<file path="src/rtl/rnd_pkg.sv">
package rnd_pkg;

    localparam int SEG_W = 7;

    typedef enum logic {
        ST_HOLD = 1'b0,
        ST_RUN  = 1'b1
    } run_state_t;

    // Active-high glyphs, bit order {g,f,e,d,c,b,a}; blank for non-digits
    function automatic logic [SEG_W-1:0] glyph(input logic [3:0] d);
        logic [SEG_W-1:0] s;
        unique case (d)
            4'd0:    s = 7'h3F;
            4'd1:    s = 7'h06;
            4'd2:    s = 7'h5B;
            4'd3:    s = 7'h4F;
            4'd4:    s = 7'h66;
            4'd5:    s = 7'h6D;
            4'd6:    s = 7'h7D;
            4'd7:    s = 7'h07;
            4'd8:    s = 7'h7F;
            4'd9:    s = 7'h6F;
            default: s = 7'h00;
        endcase
        return s;
    endfunction

endpackage

</file>
<file path="src/rtl/rnd_tick_sync.sv">
module rnd_tick_sync #(
    parameter int SYNC_STAGES = 2
) (
    input  logic clk,
    input  logic rst,
    input  logic async_i,
    output logic tick_o
);
    logic [SYNC_STAGES-1:0] sync_q;
    logic                   last_q;

    always_ff @(posedge clk) begin
        if (rst) begin
            sync_q <= '0;
            last_q <= 1'b0;
        end else begin
            sync_q <= {sync_q[SYNC_STAGES-2:0], async_i};
            last_q <= sync_q[SYNC_STAGES-1];
        end
    end

    assign tick_o = sync_q[SYNC_STAGES-1] & ~last_q;

    // an edge yields a single-cycle tick
    a_r4_tick_single: assert property (@(posedge clk) disable iff (rst)
        tick_o |=> !tick_o);

endmodule

</file>
<file path="src/rtl/rnd_digit_counter.sv">
module rnd_digit_counter #(
    parameter int MODULUS = 10,
    parameter int WIDTH   = $clog2(MODULUS)
) (
    input  logic             clk,
    input  logic             rst,
    input  logic             adv_i,
    output logic [WIDTH-1:0] cnt_o
);
    localparam logic [WIDTH-1:0] LAST = WIDTH'(MODULUS - 1);

    logic [WIDTH-1:0] cnt_q;

    // Out-of-range states also fold back to zero on the next advance
    always_ff @(posedge clk) begin
        if (rst)
            cnt_q <= '0;
        else if (adv_i)
            cnt_q <= (cnt_q >= LAST) ? '0 : cnt_q + 1'b1;
    end

    assign cnt_o = cnt_q;

    // reset clears the digit
    a_r1_reset_zero: assert property (@(posedge clk)
        rst |=> cnt_o == '0);
    // last value wraps to zero
    a_r2_r3_wrap: assert property (@(posedge clk) disable iff (rst)
        (adv_i && cnt_o == LAST) |=> cnt_o == '0);
    // no advance, no change
    a_r6_idle_stable: assert property (@(posedge clk) disable iff (rst)
        !adv_i |=> $stable(cnt_o));
    // value stays inside the radix
    a_r3_in_range: assert property (@(posedge clk) disable iff (rst)
        cnt_o <= LAST);

endmodule

</file>
<file path="src/rtl/rnd_seg_decoder.sv">
module rnd_seg_decoder
    import rnd_pkg::*;
#(
    parameter int DIGIT_W   = 4,
    parameter int MAX_DIGIT = 9
) (
    input  logic [DIGIT_W-1:0] digit_i,
    output logic [SEG_W-1:0]   seg_o
);
    always_comb begin
        seg_o = glyph(4'(digit_i));
        if (int'(digit_i) > MAX_DIGIT)
            seg_o = '0;
    end

    // a legal digit never decodes to a blank display
    always_comb begin
        if (int'(digit_i) <= MAX_DIGIT)
            a_r8_seg_nonblank: assert (seg_o != '0);
    end

endmodule

</file>
<file path="src/rtl/rnd_display.sv">
module rnd_display
    import rnd_pkg::*;
#(
    parameter int TENS_MOD    = 8,
    parameter int UNITS_MOD   = 10,
    parameter int SYNC_STAGES = 2
) (
    input  logic                        clk,
    input  logic                        rst,
    input  logic                        run_i,
    input  logic                        tens_rate_i,
    input  logic                        units_rate_i,
    output logic [$clog2(TENS_MOD)-1:0]  tens_val_o,
    output logic [$clog2(UNITS_MOD)-1:0] units_val_o,
    output logic [SEG_W-1:0]            tens_seg_o,
    output logic [SEG_W-1:0]            units_seg_o
);
    localparam int TENS_W  = $clog2(TENS_MOD);
    localparam int UNITS_W = $clog2(UNITS_MOD);

    run_state_t state_q, state_d;
    logic       tens_tick, units_tick;
    logic       tens_adv, units_adv;

    rnd_tick_sync #(.SYNC_STAGES(SYNC_STAGES)) tens_sync_i (
        .clk(clk), .rst(rst), .async_i(tens_rate_i), .tick_o(tens_tick));
    rnd_tick_sync #(.SYNC_STAGES(SYNC_STAGES)) units_sync_i (
        .clk(clk), .rst(rst), .async_i(units_rate_i), .tick_o(units_tick));

    // State register
    always_ff @(posedge clk) begin
        if (rst) state_q <= ST_HOLD;
        else     state_q <= state_d;
    end

    // Transitions START / STOP and the gated advance outputs
    always_comb begin
        state_d   = state_q;
        tens_adv  = 1'b0;
        units_adv = 1'b0;
        unique case (state_q)
            ST_HOLD: begin
                if (run_i) begin
                    state_d   = ST_RUN;
                    tens_adv  = tens_tick;
                    units_adv = units_tick;
                end
            end
            ST_RUN: begin
                if (!run_i) state_d = ST_HOLD;
                else begin
                    tens_adv  = tens_tick;
                    units_adv = units_tick;
                end
            end
            default: state_d = ST_HOLD;
        endcase
    end

    rnd_digit_counter #(.MODULUS(TENS_MOD), .WIDTH(TENS_W)) tens_cnt_i (
        .clk(clk), .rst(rst), .adv_i(tens_adv), .cnt_o(tens_val_o));
    rnd_digit_counter #(.MODULUS(UNITS_MOD), .WIDTH(UNITS_W)) units_cnt_i (
        .clk(clk), .rst(rst), .adv_i(units_adv), .cnt_o(units_val_o));

    rnd_seg_decoder #(.DIGIT_W(TENS_W), .MAX_DIGIT(TENS_MOD - 1)) tens_dec_i (
        .digit_i(tens_val_o), .seg_o(tens_seg_o));
    rnd_seg_decoder #(.DIGIT_W(UNITS_W), .MAX_DIGIT(UNITS_MOD - 1)) units_dec_i (
        .digit_i(units_val_o), .seg_o(units_seg_o));

    // a low run input freezes both digits for the next cycle
    a_r6_hold_stable: assert property (@(posedge clk) disable iff (rst)
        !run_i |=> ($stable(tens_val_o) && $stable(units_val_o)));
    // after STOP the machine sits in ST_HOLD
    a_r6_stop_state: assert property (@(posedge clk) disable iff (rst)
        (state_q == ST_RUN && !run_i) |=> state_q == ST_HOLD);

endmodule

</file>
<file path="config.mk">
export PLATFORM = sky130hd
export DESIGN_NAME = rnd_display
export DESIGN_NICKNAME = d
export VERILOG_FILES = /design/src/rtl/rnd_pkg.sv /design/src/rtl/rnd_tick_sync.sv /design/src/rtl/rnd_digit_counter.sv /design/src/rtl/rnd_seg_decoder.sv /design/src/rtl/rnd_display.sv
export SDC_FILE = /design/constraint.sdc
export NUM_CORES = 1
export LEC_CHECK = 0
export BUFFER_PORTS_ARGS = -buffer_cell sky130_fd_sc_hd__buf_2
export CAP_MARGIN = 15
export CORE_MARGIN = 2
export CORE_UTILIZATION = 56
export CTS_BUF_LIST = sky130_fd_sc_hd__clkbuf_8
export DETAILED_ROUTE_END_ITERATION = 8
export PLACE_DENSITY_LB_ADDON = 0.08
export SLEW_MARGIN = 40
export SYNTH_ARGS = -nofsm -noshare
export SYNTH_HDL_FRONTEND = slang
export SYNTH_SLANG_ARGS = --single-unit
</file>
<file path="constraint.sdc">
create_clock -name clk -period 2.76 [get_ports clk]
set_clock_uncertainty 0.1 [all_clocks]
set_input_delay 0.552 -clock clk [delete_from_list [all_inputs] [get_ports clk]]
set_output_delay 0.552 -clock clk [all_outputs]
set_load 0.01 [all_outputs]
</file>
==> results.md <==
• **status** finished clean
• **area of the die** 0.002747 mm2
• **critical path's slowest cell** sky130_fd_sc_hd__dfxtp_1
• **number of global-route vias before repair** 975
• **sequential-to-total area share from yosys stat** 41.18%
• **synthesized net count** 152
• **final cell utilization of the core** 69.46%
• **worst-case vdd ir drop** 0.4189 mV
• **wire length after detailed routing** 2.397 mm
• **PostCTS Resize Cnt** 0
• **flip-flop and latch count after synthesis** 27
• **logic gate share of total power** 6.4%
• **hold crit path type** reg -> reg
• **clk root buf** sky130_fd_sc_hd__clkbuf_8
• **crit path launch type** flip-flop
• **count of synthesis-stage warnings from yosys** 0
• **die height** 52.41 um
• **Worst-Margin Slew** 0.5354 ns
• **Slew headroom** 64.19%
• **internal cell power** 515.3 uW
• **number of violations reported at the end of detailed-routing iteration 0** 18
• **Adder-Cell Fraction of Synth Area** 15.25%
• **combinational family with the most area after synthesis** simple AND/OR/NAND/NOR gates
• **switching portion of total power** 21.30%
• **Min Clock Period, post-route** 2.538 ns
• **remaining number of nets flagged by the antenna check after routing** 0
• **number of antenna violations at the first check in global routing** 0
• **effective utilization at floorplan** 59.33%
• **largest fanout of any net on the critical path** 5
• **total global-route track usage** 19.77%
• **FP Rows** 17
• **count of clock tree sinks** 27
• **setup repair after global routing missed its margin** no
• **area growth from synthesis to layout** 17.06%
• **compound-gate portion of the synthesized area** 14.20%
• **Worst EP arrival** 2.64 ns
• **most area-hungry cell type in the Yosys netlist** sky130_fd_sc_hd__dfxtp_1
• **post-cts hold buffer count** 0
• **drt pass-1 iters** 4
• **pre-CTS worst setup slack** 0.2157 ns
• **sum of buffers and inverters on the critical path** 2
• **number of hold-slack violations in the final timing report** 0
• **Final Slew Violations** 0
• **post-synth cell types** 35
• **register clock-pin slew on the reported worst setup and hold paths** 0.09 ns
• **simple logic cell fraction of the synthesized area** 19.45%
• **post-synth design cell area** 0.001313 mm2
• **nature of the critical path endpoint** flip-flop
• **Setup Buffers After CTS** 0
• **setup_tns** 0 ns
• **switching power of the nets** 139.5 uW
• **finished layout cell area** 0.001536 mm2
• **clk_lat worst skew** 0.26 ns
• **Setup Crit Path Kind** reg -> reg
• **count of final setup violators** 0
• **number of buffers created by CTS** 3
• **top cells by area, synth** sky130_fd_sc_hd__dfxtp_1 (41%), sky130_fd_sc_hd__ha_1 (15%), sky130_fd_sc_hd__and2_1 (3.8%), sky130_fd_sc_hd__mux2i_1 (3.8%), sky130_fd_sc_hd__nor2b_1 (3.8%)
• **detailed-route via count** 1006
• **number of H-tree levels** 1
• **maximum capacitance violations** 0
• **top-area cell type share of the netlist area** 41.18%
• **hold slack** 0.3471 ns
• **clock share of power** 32.3%
• **most common flop cell mapped by yosys** sky130_fd_sc_hd__dfxtp_1
• **gate family responsible for the most delay along the worst path** adder cells
• **synthesized netlist cell count** 131
• **FFs w/ async S/R, synth** 0%
• **final setup slack of the worst path** 0.2216 ns
• **Boundary Pins** 26
• **relative contribution of sequential cells to total power** 61.4%
• **TritonCTS clock tree** done
• **final clock period utilization by the worst path** 91.97%
• **number of antenna diodes** 0
• **leakage power** 0.6535 nW
• **post-synthesis mux area share** 5.815%
• **fraction of final layout cells with drive strength greater than 1** 23.60%
• **sequence of cells on the critical path** inv_1 -> ha_1 -> or3b_4 -> a211o_1 -> a21oi_2 -> inv_1 -> ha_1 -> mux2_4 -> mux2i_1
• **Placement Cell Area** 0.001488 mm2
• **average via count per standard cell** 5.323
• **number of synthesized flops with an enable pin** 0
• **mean area per synthesized cell** 10.02 um2
• **sum of overflow across all layers after global routing** 0
• **post-synthesis share of cell area spent on xor and xnor gates** 0.6673%
• **I/O Buffers** 25
• **Post-route DRC** 0
• **Placer Congestion** 0.8343
• **wire per inst** 12.68 um
• **core area** 0.002212 mm2
• **Fmax** 393.9 MHz
• **sum of net half-perimeters after detailed placement** 1.853 mm
• **Clock Tree Buf Depth** 2
• **critical path data required time** 2.86 ns
• **cell area power density** 426.2 mW/mm2
• **Post-layout nets** 183
• **pin count of the biggest net entering global routing** 24
• **die outline width** 52.41 um
• **first-pass GRT wire length** 4.064 mm
• **worst stage delay on the critical path** 0.40 ns
kinds of logic after synthesis:
| group | count (synthesis) |
|---|---|
| buffers and inverters | 12 |
| AO/OA/AOI/OAI | 24 |
| flip-flops | 27 |
| multiplexers | 7 |
| AND/OR/NAND/NOR | 44 |
| XOR/XNOR | 1 |
| adder cells (fa/ha/maj) | 16 |
worst register-to-register path, cell delays in order (launching register included):
cell and delay [ns]:
sky130_fd_sc_hd__dfxtp_1 0.40, sky130_fd_sc_hd__inv_1 0.09, sky130_fd_sc_hd__ha_1 0.20, sky130_fd_sc_hd__or3b_4 0.39, sky130_fd_sc_hd__a211o_1 0.34, sky130_fd_sc_hd__a21oi_2 0.18, sky130_fd_sc_hd__inv_1 0.10, sky130_fd_sc_hd__ha_1 0.32
sky130_fd_sc_hd__mux2_4 0.26, sky130_fd_sc_hd__mux2i_1 0.11
power by group through the flow:
stage	Clock (mW)	Combinational, mW	Sequential [mW]
after floorplan	0	0.0252	0.412
after global placement	0	0.0396	0.411
after detailed placement	0	0.0416	0.411
after CTS	0.217	0.0418	0.402
after global routing	0.230	0.0466	0.403
final	0.211	0.0416	0.402
area by class of cell:
type                    instances  area, um2
multi-input cells              92      730.7
flip-flops and latches         27      540.5
clock inverters                 1      3.754
inverters                      10      37.54
clock buffers                   3      41.29
well taps                      28      35.03
fillers                       190      675.6
repair buffers                 28      147.6
routing by layer:
| layer | GRT usage (%) | up-vias | share of wire [%] |
|---|---|---|---|
| met3 | 3.429 | 4 | 4.0 |
| met2 | 35.21 | 29 | 51 |
| li1 | - | 517 | - |
| met1 | 22.22 | 456 | 44 |
| met4 | 10.26 | 0 | 1.3 |
| met5 | 0 | - | 0 |
path summary, 6_finish.rpt:
check / depth (start not counted) / startpoint / slack, ns / to
worst max-delay path: 9 / units_cnt_i.cnt_o[1] / 0.22 / flip-flop
worst min-delay path: 1 / units_sync_i.sync_q[0] / 0.35 / units_sync_i.sync_q[1]
worst max register to register: 9 / units_cnt_i.cnt_o[1] / 0.22 / flip-flop
worst min register to register: 1 / units_sync_i.sync_q[0] / 0.35 / units_sync_i.sync_q[1]
per-stage QoR:
stage	instances	total power [mW]
floorplan	131	0.4373
global placement	185	0.4503
detailed placement	185	0.4526
CTS	189	0.6602
global route	189	0.6795
finish	189	0.6548
layout by cell type, fill, tap and decap left out, drive strengths merged, types with 2 or more instances in the layout:
cell type  instances
a211oi             2
nor2               8
inv               11
mux2               2
and3b              2
buf               28
a221oi             2
nand3b             2
mux2i              5
o21ai              2
and2               9
nor2b              8
a21oi              8
nand3              3
nor3b              2
ha                16
clkbuf             3
nand2              6
dfxtp             27
a211o              2
synth_stat cells (2+ instances only):
cell type	count
sky130_fd_sc_hd__dfxtp_1	27
sky130_fd_sc_hd__ha_1	16
sky130_fd_sc_hd__inv_1	10
sky130_fd_sc_hd__a21oi_1	8
sky130_fd_sc_hd__and2_1	8
sky130_fd_sc_hd__nor2_1	8
sky130_fd_sc_hd__nor2b_1	8
sky130_fd_sc_hd__nand2_1	6
sky130_fd_sc_hd__mux2i_1	5
sky130_fd_sc_hd__nand3_1	3
sky130_fd_sc_hd__a211o_1	2
sky130_fd_sc_hd__a221oi_1	2
sky130_fd_sc_hd__and3b_1	2
sky130_fd_sc_hd__clkbuf_1	2
sky130_fd_sc_hd__nand3b_1	2
sky130_fd_sc_hd__nor3b_1	2
sky130_fd_sc_hd__o21ai_0	2
Note: power is estimated with default switching activity, not from simulation.
